===== config.mk =====
export PLATFORM = sky130hd
export DESIGN_NAME = exc_entry_unit
export DESIGN_NICKNAME = d
export VERILOG_FILES = /design/src/rtl/exc_entry_pkg.sv /design/src/rtl/exc_req_sync.sv /design/src/rtl/exc_arb_ctrl.sv /design/src/rtl/exc_vec_dpath.sv /design/src/rtl/exc_entry_unit.sv
export SDC_FILE = /design/constraint.sdc
export NUM_CORES = 1
export LEC_CHECK = 0
export BUFFER_PORTS_ARGS = -buffer_cell sky130_fd_sc_hd__clkbuf_2
export CORE_MARGIN = 5
export CORE_UTILIZATION = 49
export DETAILED_ROUTE_END_ITERATION = 8
export PLACE_DENSITY = 0.84
export RECOVER_POWER = 25
export SETUP_SLACK_MARGIN = 0.3
export SLEW_MARGIN = 20
export SYNTH_ARGS = -nofsm -noshare
export SYNTH_HDL_FRONTEND = slang
export SYNTH_SLANG_ARGS = --single-unit

===== constraint.sdc =====
create_clock -name clk -period 3.1 [get_ports clk]
set_input_delay 0.155 -clock clk [delete_from_list [all_inputs] [get_ports clk]]
set_output_delay 0.155 -clock clk [all_outputs]
set_load 0.05 [all_outputs]

===== src/rtl/exc_entry_pkg.sv =====
package exc_entry_pkg;

  // Source indices; the order of the if-chain in the arbiter sets priority.
  typedef enum logic [2:0] {
    SRC_RESET = 3'd0,
    SRC_DABT  = 3'd1,
    SRC_FIQ   = 3'd2,
    SRC_IRQ   = 3'd3,
    SRC_PABT  = 3'd4,
    SRC_SWI   = 3'd5,
    SRC_UND   = 3'd6
  } excSrc_e;

  localparam logic [2:0] MODE_SUP = 3'd1;
  localparam logic [2:0] MODE_ABT = 3'd2;
  localparam logic [2:0] MODE_UND = 3'd3;
  localparam logic [2:0] MODE_IRQ = 3'd4;
  localparam logic [2:0] MODE_FIQ = 3'd5;

  localparam int VEC_OFF_W = 8;

  // Control-to-datapath strobe bundle.
  typedef struct packed {
    logic    load;
    excSrc_e src;
  } ctrlStrobe_t;

  function automatic logic [VEC_OFF_W-1:0] vecOffset(input excSrc_e s);
    case (s)
      SRC_RESET: vecOffset = 8'h00;
      SRC_UND:   vecOffset = 8'h04;
      SRC_SWI:   vecOffset = 8'h08;
      SRC_PABT:  vecOffset = 8'h0C;
      SRC_DABT:  vecOffset = 8'h10;
      SRC_IRQ:   vecOffset = 8'h18;
      SRC_FIQ:   vecOffset = 8'h1C;
      default:   vecOffset = 8'h00;
    endcase
  endfunction

  function automatic logic [2:0] modeOf(input excSrc_e s);
    case (s)
      SRC_RESET, SRC_SWI: modeOf = MODE_SUP;
      SRC_DABT, SRC_PABT: modeOf = MODE_ABT;
      SRC_UND:            modeOf = MODE_UND;
      SRC_IRQ:            modeOf = MODE_IRQ;
      SRC_FIQ:            modeOf = MODE_FIQ;
      default:            modeOf = MODE_SUP;
    endcase
  endfunction

  function automatic logic setsFiqMask(input excSrc_e s);
    setsFiqMask = (s == SRC_RESET) || (s == SRC_FIQ);
  endfunction

endpackage


===== src/rtl/exc_req_sync.sv =====
module exc_req_sync #(
  parameter int STAGES = 2
) (
  input  logic clk,
  input  logic rstN,
  input  logic asyncIn,
  output logic syncOut
);

  logic [STAGES-1:0] chain;

  if (STAGES == 1) begin : g_single
    always_ff @(posedge clk or negedge rstN) begin
      if (!rstN) chain <= '0;
      else       chain <= asyncIn;
    end
  end else begin : g_multi
    always_ff @(posedge clk or negedge rstN) begin
      if (!rstN) chain <= '0;
      else       chain <= {chain[STAGES-2:0], asyncIn};
    end
  end

  assign syncOut = chain[STAGES-1];

endmodule


===== src/rtl/exc_arb_ctrl.sv =====
module exc_arb_ctrl
  import exc_entry_pkg::*;
(
  input  logic        clk,
  input  logic        rstN,
  input  logic        resetReq,
  input  logic        dataAbort,
  input  logic        prefAbort,
  input  logic        swInt,
  input  logic        undefInstr,
  input  logic        fiqSync,
  input  logic        irqSync,
  input  logic        instrBoundary,
  input  logic        maskFiqIn,
  input  logic        maskIrqIn,
  output ctrlStrobe_t strobe
);

  logic    pendFiq, pendIrq;
  logic    fiqLive, irqLive;
  logic    anyReq, grant;
  excSrc_e winner;

  assign fiqLive = pendFiq && !maskFiqIn;
  assign irqLive = pendIrq && !maskIrqIn;

  always_comb begin
    anyReq = 1'b1;
    winner = SRC_RESET;
    if (resetReq)        winner = SRC_RESET;
    else if (dataAbort)  winner = SRC_DABT;
    else if (fiqLive)    winner = SRC_FIQ;
    else if (irqLive)    winner = SRC_IRQ;
    else if (prefAbort)  winner = SRC_PABT;
    else if (swInt)      winner = SRC_SWI;
    else if (undefInstr) winner = SRC_UND;
    else                 anyReq = 1'b0;
  end

  // One selection per two cycles keeps the entry pulse isolated.
  assign grant = anyReq && !strobe.load;

  always_ff @(posedge clk or negedge rstN) begin
    if (!rstN) begin
      strobe  <= '{load: 1'b0, src: SRC_RESET};
      pendFiq <= 1'b0;
      pendIrq <= 1'b0;
    end else begin
      strobe.load <= grant;
      if (grant) strobe.src <= winner;
      pendFiq <= (fiqLive && !(grant && winner == SRC_FIQ))
               || (instrBoundary && fiqSync && !maskFiqIn);
      pendIrq <= (irqLive && !(grant && winner == SRC_IRQ))
               || (instrBoundary && irqSync && !maskIrqIn);
    end
  end


  boundary_gate_chk: assert property (@(posedge clk) disable iff (!rstN)
    $rose(pendFiq) |-> $past(instrBoundary));


  select_gap_chk: assert property (@(posedge clk) disable iff (!rstN)
    strobe.load |=> !strobe.load);


  reset_first_chk: assert property (@(posedge clk) disable iff (!rstN)
    (resetReq && !strobe.load) |=> (strobe.load && strobe.src == SRC_RESET));


  fiq_unmasked_chk: assert property (@(posedge clk) disable iff (!rstN)
    (strobe.load && strobe.src == SRC_FIQ) |-> !$past(maskFiqIn));

endmodule


===== src/rtl/exc_vec_dpath.sv =====
module exc_vec_dpath
  import exc_entry_pkg::*;
#(
  parameter int ADDR_W = 32
) (
  input  logic              clk,
  input  logic              rstN,
  input  ctrlStrobe_t       strobe,
  input  logic              maskFiqIn,
  input  logic              maskIrqIn,
  output logic              takeExc,
  output logic [ADDR_W-1:0] vecAddr,
  output logic [2:0]        modeCode,
  output logic              maskFiqOut,
  output logic              maskIrqOut,
  output logic              wordState
);

  localparam int PAD_W = ADDR_W - VEC_OFF_W;

  logic takeReg, fiqSetReg;

  always_ff @(posedge clk or negedge rstN) begin
    if (!rstN) begin
      takeReg   <= 1'b0;
      fiqSetReg <= 1'b0;
      vecAddr   <= '0;
      modeCode  <= '0;
    end else begin
      takeReg <= strobe.load;
      if (strobe.load) begin
        vecAddr   <= {{PAD_W{1'b0}}, vecOffset(strobe.src)};
        modeCode  <= modeOf(strobe.src);
        fiqSetReg <= setsFiqMask(strobe.src);
      end
    end
  end

  assign takeExc    = takeReg;
  assign wordState  = takeReg;
  assign maskIrqOut = takeReg ? 1'b1 : maskIrqIn;
  assign maskFiqOut = (takeReg && fiqSetReg) ? 1'b1 : maskFiqIn;


  take_pulse_chk: assert property (@(posedge clk) disable iff (!rstN)
    takeExc |=> !takeExc);


  fiq_vector_chk: assert property (@(posedge clk) disable iff (!rstN)
    (takeExc && modeCode == MODE_FIQ) |-> vecAddr == ADDR_W'('h1C));


  fiq_mask_set_chk: assert property (@(posedge clk) disable iff (!rstN)
    (takeExc && modeCode == MODE_FIQ) |-> (maskFiqOut && maskIrqOut));

endmodule


===== src/rtl/exc_entry_unit.sv =====
module exc_entry_unit
  import exc_entry_pkg::*;
#(
  parameter int ADDR_W      = 32,
  parameter int SYNC_STAGES = 2
) (
  input  logic              clk,
  input  logic              rstN,
  input  logic              resetReq,
  input  logic              dataAbort,
  input  logic              prefAbort,
  input  logic              swInt,
  input  logic              undefInstr,
  input  logic              fiqReq,
  input  logic              irqReq,
  input  logic              instrBoundary,
  input  logic              maskFiqIn,
  input  logic              maskIrqIn,
  output logic              takeExc,
  output logic [ADDR_W-1:0] vecAddr,
  output logic [2:0]        modeCode,
  output logic              maskFiqOut,
  output logic              maskIrqOut,
  output logic              wordState
);

  logic        fiqSync, irqSync;
  ctrlStrobe_t strobe;

  exc_req_sync #(.STAGES(SYNC_STAGES)) u_fiqSync (
    .clk(clk), .rstN(rstN), .asyncIn(fiqReq), .syncOut(fiqSync));

  exc_req_sync #(.STAGES(SYNC_STAGES)) u_irqSync (
    .clk(clk), .rstN(rstN), .asyncIn(irqReq), .syncOut(irqSync));

  exc_arb_ctrl u_ctrl (
    .clk(clk), .rstN(rstN),
    .resetReq(resetReq), .dataAbort(dataAbort), .prefAbort(prefAbort),
    .swInt(swInt), .undefInstr(undefInstr),
    .fiqSync(fiqSync), .irqSync(irqSync),
    .instrBoundary(instrBoundary),
    .maskFiqIn(maskFiqIn), .maskIrqIn(maskIrqIn),
    .strobe(strobe));

  exc_vec_dpath #(.ADDR_W(ADDR_W)) u_dpath (
    .clk(clk), .rstN(rstN), .strobe(strobe),
    .maskFiqIn(maskFiqIn), .maskIrqIn(maskIrqIn),
    .takeExc(takeExc), .vecAddr(vecAddr), .modeCode(modeCode),
    .maskFiqOut(maskFiqOut), .maskIrqOut(maskIrqOut), .wordState(wordState));

endmodule


### After elaboration in Yosys (flattened, before gate mapping)

Cells that the tools add are included.

* logic and storage cells: 58
* bits in registers: 23
* input bits: 12
* output and inout bits: 39

* multiplexer cells: 18
* eq/ne operators: 8
* reductions and logical operators: 22

Operators by type and width (count)
* 5-bit case mux with 6 select lines: 1
* 3-bit two-way mux: 7
* 3-bit by 2-bit equality test with 1-bit output, second input constant: 4
* 1-bit logical AND: 12
* 3-bit case mux with 4 select lines: 1
* 3-bit equality test, second input constant: 3
* 1-bit two-way mux: 9
* 1-bit logical NOT: 5
* 3-bit by 1-bit equality test with 1-bit output, second input constant: 1
* 3-bit logical NOT: 1
* 1-bit logical OR: 3
* 2-bit OR reduction: 1

### Depth between registers and ports, before layout

* word-level depth: 12
* mapped depth: 5
* mapped depth without buffers: 5

### Modules after synthesis

From an unflattened synthesis, not the netlist that was laid out.

* cell total of the unflattened synthesis: 99
* area total of the unflattened synthesis: 1053.5 sq um

By module, submodules not included
* exc_vec_dpath: area an instance 606.8 sq um, cells an instance 63, sequential area each 200.2 sq um, instances 1
* exc_arb_ctrl: area an instance 346.6 sq um, cells an instance 32, sequential area each 150.1 sq um, instances 1
* exc_req_sync: area an instance 50.0 sq um, cells an instance 2, sequential area each 50.0 sq um, instances 2

### Least setup slack after synthesis

No wires, ideal clock.

* path type: register to output
* start point: register u_dpath.takeReg, in the netlist u_dpath.takeExc
* end point: output port maskFiqOut
* stages on the path, launching flop included: 2
* buffers on the path: 0
* data required time: 2945 ps
* arrival time: 1080 ps
* slack: 1865 ps
* path through: dfrtp_1 a21o_1

* cells in the longest elaborated chain, start to end: 2

RTL lines
* start, declared: RTL line exc_vec_dpath.sv:21 `logic takeReg, fiqSetReg;`
* start signal, assigned: RTL line exc_vec_dpath.sv:30 `takeReg <= strobe.load;`
* 1-bit logical AND: RTL line exc_vec_dpath.sv:42 `assign maskFiqOut = (takeReg && fiqSetReg) ? 1'b1 : maskFiqIn;`
* 1-bit two-way mux: RTL line exc_vec_dpath.sv:42
* end, declared: RTL line exc_entry_unit.sv:22 `output logic maskFiqOut,`

No other way between the ends.

### Worst setup path after layout

* start point: register, netlist name u_ctrl.strobe[3]
* end point: register u_ctrl.pendIrq

* cells in the longest elaborated chain, start to end: 6

RTL lines
* 1-bit logical NOT: RTL line exc_arb_ctrl.sv:41 `assign grant = anyReq && !strobe.load;`
* 1-bit logical AND: RTL line exc_arb_ctrl.sv:41
* 1-bit logical AND: RTL line exc_arb_ctrl.sv:53 `pendIrq <= (irqLive && !(grant && winner == SRC_IRQ))`
* 1-bit logical NOT: RTL line exc_arb_ctrl.sv:53
* 1-bit logical AND: RTL line exc_arb_ctrl.sv:53
* 1-bit logical OR: RTL line exc_arb_ctrl.sv:54 `|| (instrBoundary && irqSync && !maskIrqIn);`
* end signal, assigned: RTL line exc_arb_ctrl.sv:53
* end, declared: RTL line exc_arb_ctrl.sv:19 `logic pendFiq, pendIrq;`

No other way between the ends.
A chain may end at the register's enable or synchronous reset.

==> flow_metrics.env <==
export IMPL_outcome="finished clean"
export IMPL_maxSlewHeadroom_pct=37.5
export IMPL_share_of_async_settable_or_async_resettable_flops_after_synthesis_pct=100
export IMPL_timing_rr_start="u_ctrl.strobe[3]$_DFF_PN0_"
export IMPL_timing_hold_worst_class="in -> reg"
export IMPL_worstPathCellList="or3_1 > o21ai_0 > a21oi_1"
export IMPL_required_time_at_the_endpoint_of_the_critical_path_ps=3270
export IMPL_cellLeakagePower_uw=0.000586
export IMPL_min_path_cells=2
export IMPL_drc=0
export IMPL_clock_sinks=18
export IMPL_area_inside_the_core_boundary_um2=2000
export IMPL_vdd_ir_drop_max_uv=611
export IMPL_worst_setup_path_endpoint="u_ctrl.pendIrq$_DFF_PN0_"
export IMPL_ff2ff_setup_slack_ps=1710
export IMPL_wl_per_cell_um=10.8
export IMPL_nNetsFinal=143
export IMPL_antenna_found_initial=0
export IMPL_ys_flop_type="sky130_fd_sc_hd__dfrtp_1"
export IMPL_drt_total_wl_mm=1.68
export IMPL_worst_clock_skew_ps=5.79
export IMPL_synth_area_leaders="sky130_fd_sc_hd__dfrtp_1, sky130_fd_sc_hd__buf_4, sky130_fd_sc_hd__nor2_1, sky130_fd_sc_hd__mux2_2, sky130_fd_sc_hd__a21oi_1"
export IMPL_grt_first_pass_wirelength_mm=2.73
export IMPL_first_iter_violations=4
export IMPL_maxCapViolCount=0
export IMPL_worst_r2r_endpoint="u_ctrl.pendIrq$_DFF_PN0_"
export IMPL_ys_ff_latch=18
export IMPL_finalWorstPathRequiredPeriod_ps=1390
export IMPL_clk_latency_ps=290
export IMPL_worst_setup_path_startpoint="u_ctrl.strobe[3]$_DFF_PN0_"
export IMPL_clkTransAtPathRegs_ps=100
export IMPL_layout_drive_gt1_share_pct=26.6
export IMPL_grt_total_ovfl=0
export IMPL_number_of_iterations_in_the_first_detailed_routing_pass=4
export IMPL_ys_top_cells_by_count="sky130_fd_sc_hd__buf_4, sky130_fd_sc_hd__dfrtp_1, sky130_fd_sc_hd__nor2_1"
export IMPL_h_tree_depth=1
export IMPL_critPathMaxFanout=17
export IMPL_crit_family="flip-flops"
export IMPL_timing_setup_critical_path_class="reg -> reg"
export IMPL_finalHoldViolations=0
export IMPL_drv_slew=0
export IMPL_synth_most_common_cell="sky130_fd_sc_hd__buf_4"
export IMPL_postLayoutSetupSlackWorst_ps=1710
export IMPL_port_buffers=21
export IMPL_boundaryPins=51
export IMPL_yosys_area_top_type_share_pct=42.5
export IMPL_start_util_pct=52.9
export IMPL_die_area_um2=3190
export IMPL_timing_fmax_mhz=718
export IMPL_proportion_of_synthesized_chip_area_in_sequential_cells_pct=42.5
export IMPL_drtAntennaViolNets=0
export IMPL_clk_path_buf_depth=2
export IMPL_power_per_cell_area_nw_per_um2=845
export IMPL_grt_start_max_net_pins=19
export IMPL_synth_enable_flop_cells=0
export IMPL_postCtsSetupBuffers=0
export IMPL_grt_util_all_layers_pct=10.7
export IMPL_grt_setup_unrepaired="false"
export IMPL_ys_warnings_count=0
export IMPL_place_ws_ps=1740
export IMPL_cp_arrival_ps=1570
export IMPL_width_of_the_die_um=56.5
export IMPL_tritoncts="done"
export IMPL_worstSetupEndpointType="flip-flop"
export IMPL_max_stage_delay_ps=600
export IMPL_setup_violations_final=0
export IMPL_chipHeight_um=56.5
export IMPL_dp_final_hpwl_mm=1.39
export IMPL_worstSetupPathDepth=3
export IMPL_worstMarginPinSlew_ps=938
export IMPL_vias=725
export IMPL_vias_in_the_first_global_route=667
export IMPL_slowest_stage_cell_cp="sky130_fd_sc_hd__dfrtp_1"
export IMPL_worst_reg2reg_path_depth=3
export IMPL_rows=16
export IMPL_fin_tns_setup_ps=0
export IMPL_syn_avg_cell_area_um2=10.2
export IMPL_timing_critical_path_buf_inv=0
export IMPL_post_synth_num_cell_types=29
export IMPL_n_antenna_cell=0
export IMPL_fillers=183
export IMPL_synthCells=104
export IMPL_critPathLaunchType="flip-flop"
export IMPL_area_delta_synth_final_pct=6.38
export IMPL_cts_root_buffer_cell="sky130_fd_sc_hd__clkbuf_4"
export IMPL_tritoncts_num_buffers=3
export IMPL_place_gp_congestion=0.820
export IMPL_fin_crit_sh_pct=44.9
export IMPL_netlist_area_um2=1060
export IMPL_post_synth_top_area_cell="sky130_fd_sc_hd__dfrtp_1"
export IMPL_detail_route_vias_per_cell=4.68
-- worst min path at each step --
stage	end	from
final	u_ctrl.pendIrq$_DFF_PN0_	maskIrqIn
after global routing	u_ctrl.pendIrq$_DFF_PN0_	maskIrqIn
after floorplan	u_ctrl.pendFiq$_DFF_PN0_	rstN
after detailed placement	u_dpath.vecAddr[3]$_DFFE_PN0P_	rstN
after global placement	u_dpath.vecAddr[3]$_DFFE_PN0P_	rstN
after CTS	u_ctrl.pendFiq$_DFF_PN0_	maskFiqIn
-- sequential cells by signal (all words and copies together) (netlist names) --
signal and count:
u_dpath.takeExc 1, u_dpath.vecAddr 3, u_ctrl.pendFiq 1, u_dpath.fiqSetReg 1
u_fiqSync.chain 2, u_irqSync.chain 2, u_dpath.modeCode 3, u_ctrl.strobe 4
u_ctrl.pendIrq 1
-- cells in the final DEF, fill, tap and decap left out --
master                           n
sky130_fd_sc_hd__o21ai_0         3
sky130_fd_sc_hd__o31a_1          1
sky130_fd_sc_hd__dlygate4sd3_1   3
sky130_fd_sc_hd__nor3_1          1
sky130_fd_sc_hd__nor2_1         15
sky130_fd_sc_hd__nor2_4          1
sky130_fd_sc_hd__dfrtp_1        18
sky130_fd_sc_hd__nand2_1         1
sky130_fd_sc_hd__nor2b_1         2
sky130_fd_sc_hd__and2_1          1
sky130_fd_sc_hd__clkbuf_8        1
sky130_fd_sc_hd__clkbuf_4        3
sky130_fd_sc_hd__clkbuf_1        1
sky130_fd_sc_hd__a21o_1          1
sky130_fd_sc_hd__a31oi_4         1
sky130_fd_sc_hd__mux2_2          3
sky130_fd_sc_hd__a22oi_1         1
sky130_fd_sc_hd__or2_2           1
sky130_fd_sc_hd__inv_1           4
sky130_fd_sc_hd__nor3_4          1
sky130_fd_sc_hd__conb_1         29
sky130_fd_sc_hd__clkbuf_2       20
sky130_fd_sc_hd__a21oi_1         6
sky130_fd_sc_hd__o211ai_1        1
sky130_fd_sc_hd__nor2b_4         2
sky130_fd_sc_hd__or3_1           1
sky130_fd_sc_hd__o22a_1          1
sky130_fd_sc_hd__mux2i_1         1
sky130_fd_sc_hd__o21bai_1        1
sky130_fd_sc_hd__mux2_4          1
sky130_fd_sc_hd__ha_1            2
-- stage by stage --
stage / total power, uW / util [%] / cell area (um^2) / hold WS (ps) / instances
floorplan: 764 / - / 1160 / -141 / 132
global placement: 808 / 53.1 / 1060 / 108 / 148
detailed placement: 820 / 53.1 / 1060 / 118 / 148
CTS: 964 / 56.4 / 1130 / 68.9 / 155
global route: 1010 / 56.3 / 1130 / 68.8 / 155
finish: 953 / 56.3 / 1130 / 79.3 / 155
-- metal layers --
layer | GRT usage [%] | vias up | wire length (um)
met2 | 20.0 | 50 | 874
li1 | - | 331 | -
met5 | 0 | - | 0
met4 | 6.10 | 0 | 13
met3 | 1.83 | 2 | 226
met1 | 10.9 | 342 | 563
-- repair_timing --
item                                   4_1_cts  5_1_grt
gates resized for setup                      0        0
hold buffers                                 3        0
endpoints found under the hold margin       20        0
-- worst reg2reg max path: cells and delay by family (launching register included) --
kind	cells	cell delay, ps
simple gates	1	410
compound gates	2	270
flops	1	600
-- logic make-up (layout without fill, tap and decap cells) --
kind of cell    after synthesis  in the layout  share of synthesized area [%]
other cells                   1             29                          0.354
buf+inv                      36             32                           24.2
compound gates               16             16                           10.7
fa+ha+maj                     2              2                           2.36
flops                        18             18                           42.5
simple gates                 26             26                           14.3
mux                           5              5                           5.55
-- area by class of cell --
class / instances / area (um^2) / share of cell area [%]
multi-input cells: 78 / 458 / 40.6
flip-flops and latches: 18 / 450 / 40.0
repair buffers: 24 / 134 / 11.9
clock buffers: 4 / 36.3 / 3.22
well taps: 27 / 33.8 / 3.00
inverters: 4 / 15.0 / 1.33
-- where the power goes --
group          leakage [uW]  internal [uW]  switching (uW)  total, uW
logic              0.000346            114             338        453
clock network     0.0000210           71.5            68.4        140
registers          0.000219            300            59.6        360
Power figures use the tool's default switching activity.
